`config.mk`:
```
export PLATFORM = sky130hd
export DESIGN_NAME = imul_unit
export DESIGN_NICKNAME = d
export VERILOG_FILES = /design/src/rtl/imul_pkg.sv /design/src/rtl/imul_operand_ext.sv /design/src/rtl/imul_partials.sv /design/src/rtl/imul_reduce.sv /design/src/rtl/imul_unit.sv
export SDC_FILE = /design/constraint.sdc
export NUM_CORES = 2
export LEC_CHECK = 0
export CAP_MARGIN = 20
export CORE_AREA = 4 4 338 274
export DETAILED_ROUTE_END_ITERATION = 10
export DIE_AREA = 0 0 342 278
export GPL_TIMING_DRIVEN = 0
export PLACE_DENSITY_LB_ADDON = 0.15
export SETUP_SLACK_MARGIN = 0.15
export SLEW_MARGIN = 20
export SYNTH_ARGS = -nofsm -noshare
export SYNTH_HDL_FRONTEND = slang
export SYNTH_SLANG_ARGS = --single-unit
```
`constraint.sdc`:
```
create_clock -name clk -period 16.6 [get_ports clk]
set_clock_uncertainty 0.1 [all_clocks]
set_input_delay 4.98 -clock clk [delete_from_list [all_inputs] [get_ports clk]]
set_output_delay 4.98 -clock clk [all_outputs]
set_load 0.02 [all_outputs]
```
`src/rtl/imul_pkg.sv`:
```
package imul_pkg;

  typedef enum logic [1:0] {
    OP_LOW   = 2'b00,
    OP_HI_SS = 2'b01,
    OP_HI_SU = 2'b10,
    OP_HI_UU = 2'b11
  } imul_op_e;

  // First operand is widened with its sign unless both are unsigned.
  function automatic logic op_a_signed(input imul_op_e op);
    return op != OP_HI_UU;
  endfunction

  // Second operand is widened with its sign for the low and signed-high forms.
  function automatic logic op_b_signed(input imul_op_e op);
    return (op == OP_LOW) || (op == OP_HI_SS);
  endfunction

  function automatic logic op_wants_high(input imul_op_e op);
    return op != OP_LOW;
  endfunction

endpackage

```
`src/rtl/imul_operand_ext.sv`:
```
module imul_operand_ext #(
  parameter int W = 32
) (
  input  logic [W-1:0]      raw,
  input  logic              as_signed,
  output logic signed [W:0] ext
);
  logic top_bit;

  always_comb begin
    top_bit = as_signed & raw[W-1];
    ext     = $signed({top_bit, raw});
  end
endmodule

```
`src/rtl/imul_partials.sv`:
```
module imul_partials #(
  parameter int W = 32
) (
  input  logic signed [W:0]          ext_a,
  input  logic signed [W:0]          ext_b,
  output logic [3:0][2*(W+1)-1:0]    pp
);
  localparam int EW     = W + 1;
  localparam int PW     = 2 * EW;
  localparam int LO_W   = W / 2;
  localparam int HI_W   = EW - LO_W;
  localparam int PART_W = (HI_W > LO_W + 1) ? HI_W : LO_W + 1;
  localparam int RAW_W  = 2 * PART_W;

  logic signed [PART_W-1:0] a_part [2];
  logic signed [PART_W-1:0] b_part [2];

  // Low slices are unsigned magnitudes; high slices carry the sign.
  always_comb begin
    a_part[0] = PART_W'($signed({1'b0, ext_a[LO_W-1:0]}));
    a_part[1] = PART_W'($signed(ext_a[EW-1:LO_W]));
    b_part[0] = PART_W'($signed({1'b0, ext_b[LO_W-1:0]}));
    b_part[1] = PART_W'($signed(ext_b[EW-1:LO_W]));
  end

  for (genvar i = 0; i < 2; i++) begin : g_row
    for (genvar j = 0; j < 2; j++) begin : g_col
      logic signed [RAW_W-1:0] raw_prod;
      logic signed [PW-1:0]    wide_prod;
      always_comb begin
        raw_prod     = a_part[i] * b_part[j];
        wide_prod    = PW'(raw_prod);
        pp[i*2 + j]  = wide_prod <<< (LO_W * (i + j));
      end
    end
  end
endmodule

```
`src/rtl/imul_reduce.sv`:
```
module imul_reduce
  import imul_pkg::*;
#(
  parameter int W = 32
) (
  input  logic [3:0][2*(W+1)-1:0] pp,
  input  imul_op_e                op,
  output logic [W-1:0]            word
);
  localparam int PW = 2 * (W + 1);

  logic [PW-1:0] lvl1 [2];
  logic [PW-1:0] total;

  // Two-level adder tree over the shifted partial products.
  for (genvar k = 0; k < 2; k++) begin : g_pair
    always_comb lvl1[k] = pp[2*k] + pp[2*k + 1];
  end

  always_comb begin
    total = lvl1[0] + lvl1[1];
    if (op_wants_high(op)) word = total[2*W-1:W];
    else                   word = total[W-1:0];
  end
endmodule

```
`src/rtl/imul_unit.sv`:
```
module imul_unit
  import imul_pkg::*;
#(
  parameter int XLEN = 32
) (
  input  logic            clk,
  input  logic            rst,
  input  logic            in_valid,
  output logic            in_ready,
  input  logic [1:0]      in_op,
  input  logic [XLEN-1:0] in_a,
  input  logic [XLEN-1:0] in_b,
  output logic            out_valid,
  input  logic            out_ready,
  output logic [XLEN-1:0] out_data
);
  localparam int EW = XLEN + 1;
  localparam int PW = 2 * EW;

  imul_op_e         op_in;
  logic signed [XLEN:0] ext_a, ext_b;
  logic [3:0][PW-1:0]   pp_comb;

  logic               s1_valid;
  imul_op_e           s1_op;
  logic [3:0][PW-1:0] s1_pp;
  logic               s1_ready, s2_ready;
  logic [XLEN-1:0]    word_comb;

  always_comb op_in = imul_op_e'(in_op);

  imul_operand_ext #(.W(XLEN)) u_ext_a (
    .raw(in_a), .as_signed(op_a_signed(op_in)), .ext(ext_a)
  );
  imul_operand_ext #(.W(XLEN)) u_ext_b (
    .raw(in_b), .as_signed(op_b_signed(op_in)), .ext(ext_b)
  );

  imul_partials #(.W(XLEN)) u_pp (
    .ext_a(ext_a), .ext_b(ext_b), .pp(pp_comb)
  );

  // Stage readiness, from the output back towards the input.
  always_comb begin
    s2_ready = !out_valid || out_ready;
    s1_ready = !s1_valid || s2_ready;
    in_ready = s1_ready;
  end

  // Stage 1: partial products and operation.
  always_ff @(posedge clk) begin
    if (rst) begin
      s1_valid <= 1'b0;
    end else if (s1_ready) begin
      s1_valid <= in_valid;
    end
    if (!rst && s1_ready && in_valid) begin
      s1_op <= op_in;
      s1_pp <= pp_comb;
    end
  end

  imul_reduce #(.W(XLEN)) u_red (
    .pp(s1_pp), .op(s1_op), .word(word_comb)
  );

  // Stage 2: summed and selected word, presented at the output.
  always_ff @(posedge clk) begin
    if (rst) begin
      out_valid <= 1'b0;
    end else if (s2_ready) begin
      out_valid <= s1_valid;
    end
    if (!rst && s2_ready && s1_valid) begin
      out_data <= word_comb;
    end
  end

  // History used only by the latency assertion.
  logic acc_q, acc_qq, ordy_q;
  always_ff @(posedge clk) begin
    if (rst) begin
      acc_q  <= 1'b0;
      acc_qq <= 1'b0;
      ordy_q <= 1'b0;
    end else begin
      acc_q  <= in_valid && in_ready;
      acc_qq <= acc_q;
      ordy_q <= out_ready;
    end
  end


  latency_two_chk: assert property (@(posedge clk) disable iff (rst)
    acc_qq && ordy_q |-> out_valid);


  accept_when_drained_chk: assert property (@(posedge clk) disable iff (rst)
    out_ready |-> in_ready);


  out_hold_chk: assert property (@(posedge clk) disable iff (rst)
    out_valid && !out_ready |=> out_valid && $stable(out_data));


  stage1_hold_chk: assert property (@(posedge clk) disable iff (rst)
    s1_valid && !s2_ready |=> s1_valid && $stable(s1_op) && $stable(s1_pp));


  reset_clears_chk: assert property (@(posedge clk)
    rst |=> !out_valid && !s1_valid);

endmodule

```
---- Word level (Yosys, flattened, before mapping) ----
Index checks and enable logic that the tools add are counted.
operators by class
  bitwise operators ....................... 2
  multipliers ............................. 4
  reductions and logical operators ........ 12
  multiplexer cells ....................... 1
  eq/ne operators ......................... 2
  $add $sub $neg .......................... 3
operator list
  kind                                                  count
  adder 64 bit                                          2
  multiplier 17 x 17 -> 34 bit                          2
  adder 33 x 50 -> 51 bit                               1
  multiplier 16 x 16 -> 32 bit                          1
  multiplier 17 x 17 -> 32 bit                          1
  two-way mux 32 bit                                    1
  logical AND 1 bit                                     4
  logical NOT 1 bit                                     3
  logical OR 1 bit                                      3
  bitwise AND 1 bit                                     2
  equality test 2 x 1 -> 1 bit (second input constant)  1
  logical NOT 2 bit                                     1
  inequality test 2 bit (second input constant)         1
  nonzero test 2 bit                                    1
word-level totals
  input bits .............................. 70
  logic and storage cells ................. 32
  register bits ........................... 168

---- Longest topological paths before layout ----
  depth in word-level cells ............... 5
  gate-level depth with buffers ........... 25
  depth with buffers taken out ............ 23

---- Cells and area by module ----
Synthesis repeated with hierarchy kept, for this count alone.
unflattened totals
  cell total of the unflattened synthesis .. 6030
  area, all modules ....................... 57757.9 µm²
by module, submodules not included
  module            seq. area each (µm²)  area each (µm²)  cells each  times used
  imul_partials     0.0                   40128.5          4553        1
  imul_unit         8988.6                9054.9           309         1
  imul_reduce       0.0                   8066.5           1100        1
  imul_operand_ext  0.0                   254.0            34          2

---- Worst setup path before layout ----
No wires, ideal clock.
  path type ............................... input -> register
  from .................................... in in_a[31]
  to ...................................... reg, netlist name s1_pp[181]
  slack ................................... 5.116 ns
  arrival ................................. 11.125 ns
  buffers on the path ..................... 2
  setup time .............................. 0.260 ns
  stages on the path ...................... 23
  cells stage by stage .................... a21boi_0 > clkbuf_1 > clkbuf_1 > nand2_1 > fa_1 > inv_1 > fa_1 > fa_1 > fa_1 > fa_1 > inv_1 > fa_1 > inv_1 > ha_1 > a2111oi_0 > o21ai_0 > o211ai_1 > a21oi_1 > nor4_1 > o21ai_0 > a31o_2 > a21oi_1 > xnor2_1
RTL lines
  what         RTL line         text
  from (decl)  imul_unit.sv:11  input logic [XLEN-1:0] in_a,

==> results.sh <==
export IMPL_rows=98
export IMPL_cpMostUsedCell="fa_1"
export IMPL_drv_cap=0
export IMPL_seq_area_frac_synth_pct=10.3
export IMPL_syn_area_per_cell_sq_um=9.25
export IMPL_vias_per_cell=5.50
export IMPL_cts_tree="built"
export IMPL_worst_slew_pin_slew_ps=1230
export IMPL_max_stage_delay_ps=940
export IMPL_synth_area_sq_mm=0.0488
export IMPL_grt_pass1_vias=37545
export IMPL_clock_latency_ps=440
export IMPL_syn_nets=6817
export IMPL_relSlewSlack_pct=17.2
export IMPL_hold_path_class="register to register"
export IMPL_clock_path_buffers=2
export IMPL_num_vias=36415
export IMPL_crit_family="adder cells"
export IMPL_timing_fmax_ghz=0.0695
export IMPL_h_tree_depth=4
export IMPL_cts_buffers=17
export IMPL_clock_sinks=168
export IMPL_reg2reg_from="s1_pp[17]"
export IMPL_cp_slowest_cell="xnor2_1"
export IMPL_wl_met3_mm=22.6
export IMPL_synth_async_reset_ratio_pct=0
export IMPL_ant_nets=0
export IMPL_ys_types=79
export IMPL_place_detailed_hpwl_mm=135
export IMPL_wl_met2_mm=63.3
export IMPL_boundaryPins=104
export IMPL_cp_data_arrival_time_ps=14350
export IMPL_cts_hold_buf=0
export IMPL_setup_violations=0
export IMPL_die_area_sq_mm=0.0951
export IMPL_worstPathBufferInverterCount=6
export IMPL_end_kind="register"
export IMPL_n_fill_cell=7971
export IMPL_synthFlopType="edfxtp_1"
export IMPL_layout_common_cells="1215 x inv_1, 997 x fa_1, 638 x nand2_1"
export IMPL_top_layer="met5"
export IMPL_hold_depth=2
export IMPL_setup_worst_path_start_class="input pin"
export IMPL_register_area_sq_mm=0.00502
export IMPL_fin_tns_setup_ps=0
export IMPL_ys_ff_latch=168
export IMPL_start_util_pct=54.9
export IMPL_drc=0
export IMPL_ff2ff_setup_slack_ps=10200
export IMPL_die_x_um=342
export IMPL_portBuffers=103
export IMPL_area_growth_pct=6.69
export IMPL_wl_per_cell_um=23.7
export IMPL_worstRegToRegCells=21
export IMPL_path_cells="clkdlybuf4s50_1 -> a21boi_0 -> clkbuf_1 -> clkbuf_1 -> nand2_1 -> fa_1 -> inv_1 -> fa_1 -> fa_1 -> fa_1 -> fa_1 -> inv_1 -> fa_1 -> inv_1 -> ha_1 -> nand2_1 -> nor3_1 -> nand2_1 -> nor4bb_1 -> nor4_1 -> o21ai_0 -> nand2_1 -> xnor2_1"
export IMPL_drt_iter0_drc=3340
export IMPL_multi_input_area_sq_mm=0.0384
export IMPL_grt_max_degree=53
export IMPL_cts_resized_gates=0
export IMPL_fin_crit_ps=14380
export IMPL_criticalPathCategory="input pin to register"
export IMPL_synth_edf_count=166
export IMPL_clockRootBuffer="clkbuf_16"
export IMPL_antenna_found_initial=26
export IMPL_dieHeight_um=278
export IMPL_drive_above_1_share_pct=1.79
export IMPL_finalHoldViolCount=0
export IMPL_post_cts_buffers=0
export IMPL_drt_total_wl_mm=157
export IMPL_clk_pin_slew_ps=70
export IMPL_min_from="s1_valid"
export IMPL_maxSlewViolCount=0
export IMPL_fin_crit_sh_pct=86.6
export IMPL_design_core_area_sq_mm=0.0889
export IMPL_dr_pass1_iters=8
export IMPL_reg2reg_to="out_data[25]"
export IMPL_grt_first_pass_wirelength_mm=239
export IMPL_nets=6946
export IMPL_outcome="complete, no violations"
export IMPL_place_gp_congestion=1.02
export IMPL_crit_fanout=10
export IMPL_rsz0062_at_grt="no"
export IMPL_critPathRequiredTime_ps=16570
export IMPL_met1_length_mm=63.7
export IMPL_mostFrequentLayoutCell="inv_1"
export IMPL_syn_inst=5271
export IMPL_grt_overflow=0
export IMPL_ys_warn_count=0
export IMPL_grtUsageTotal_pct=33.9
export IMPL_hold_end="out_valid"
cell type report:
cell class	instances	share of cell area (%)
Sequential cell	168	9.66
Antenna cell	6	0.0289
Buffer	218	1.64
Clock inverter	13	0.209
Timing Repair Buffer	110	2.17
Tap cell	1200	2.89
Clock buffer	19	0.851
Inverter	1215	8.76
Multi-Input combinational cell	3670	73.8
flip-flops by register name, indices dropped and copies added (netlist names):
| name | flops |
|---|---|
| out_valid | 1 |
| s1_valid | 1 |
| s1_pp | 132 |
| out_data | 32 |
| s1_op | 2 |
how the worst max path moves through the flow:
stage,start,end,cells past startpoint
6_report,in_op[0],s1_pp[179],23
5_1_grt,in_op[1],s1_pp[181],24
4_1_cts,in_op[0],s1_pp[181],24
3_5_place_dp,in_op[0],s1_pp[181],24
3_3_place_gp,in_op[0],s1_pp[181],24
2_1_floorplan,in_a[31],s1_pp[181],23
routing by layer:
metal / up-vias / GRT usage, %
met2: 1852 / 48.2
met3: 345 / 14.0
met1: 17977 / 46.6
li1: 16231 / -
met5: - / 0
met4: 10 / 12.6
Yosys cell counts (5+ instances only):
library cell	number	area (sq um)
a2111oi_0	5	43.8
a211o_1	11	96.3
a211oi_1	16	120
a21boi_0	6	45.0
a21o_1	63	473
a21oi_1	156	781
a31o_2	9	78.8
a31oi_1	19	119
and2_1	510	3190
and3_1	22	138
buf_1	5	18.8
clkbuf_1	208	781
edfxtp_1	166	4980
fa_1	997	20000
ha_1	479	5990
inv_1	1215	4560
nand2_1	638	2390
nand2b_1	23	144
nand3_1	37	185
nand4_1	18	113
nor2_1	133	499
nor2b_1	19	119
nor3_1	32	160
nor3b_1	10	75.1
nor4_1	5	31.3
o211ai_1	20	150
o21a_1	34	255
o21ai_0	89	445
o21bai_1	15	113
or2_2	18	113
or3_1	10	62.6
xnor2_1	131	1150
xor2_1	69	604
stage by stage:
stage / area (sq um) / hold WS [ps] / util (%) / instances / setup WS (ps)
finish: 52000 / 410 / 58.5 / 6619 / 2220
global route: 52000 / 423 / 58.5 / 6613 / 1810
CTS: 52000 / 411 / 58.4 / 6612 / 2500
detailed placement: 51400 / 400 / 57.8 / 6580 / 2060
global placement: 51300 / 394 / 57.7 / 6574 / 1950
floorplan: 48800 / 377 / - / 5271 / 5120
logic make-up after synthesis:
kind of cell | count (synthesis) | share of synthesized area, %
AO/OA/AOI/OAI | 490 | 6.48
XOR/XNOR | 200 | 3.59
adder cells (fa/ha/maj) | 1476 | 53.2
buffers and inverters | 1433 | 11.1
flip-flops | 168 | 10.3
multiplexers | 1 | 0.0205
AND/OR/NAND/NOR | 1503 | 15.3
worst register-to-register path, cell delays in order (launching register included):
cell       delay, ps
edfxtp_1         430
ha_1             310
a21o_1           150
a21oi_1          220
nor2b_1           70
o21a_1           210
o311a_1          320
nand4bb_1        290
a31oi_1          650
nor3b_1          140
xor2_1           350
fa_1             480
ha_1             390
and3_1           230
a211o_1          320
a31oi_1          220
o211ai_1         170
a2111oi_2        330
nor2_2           120
a31oi_1          210
xor2_1           300
o21ai_0          120
Power is left out: the tool's default activity adds up to more than one toggle a clock period on the data nets, which glitch-free logic cannot reach.
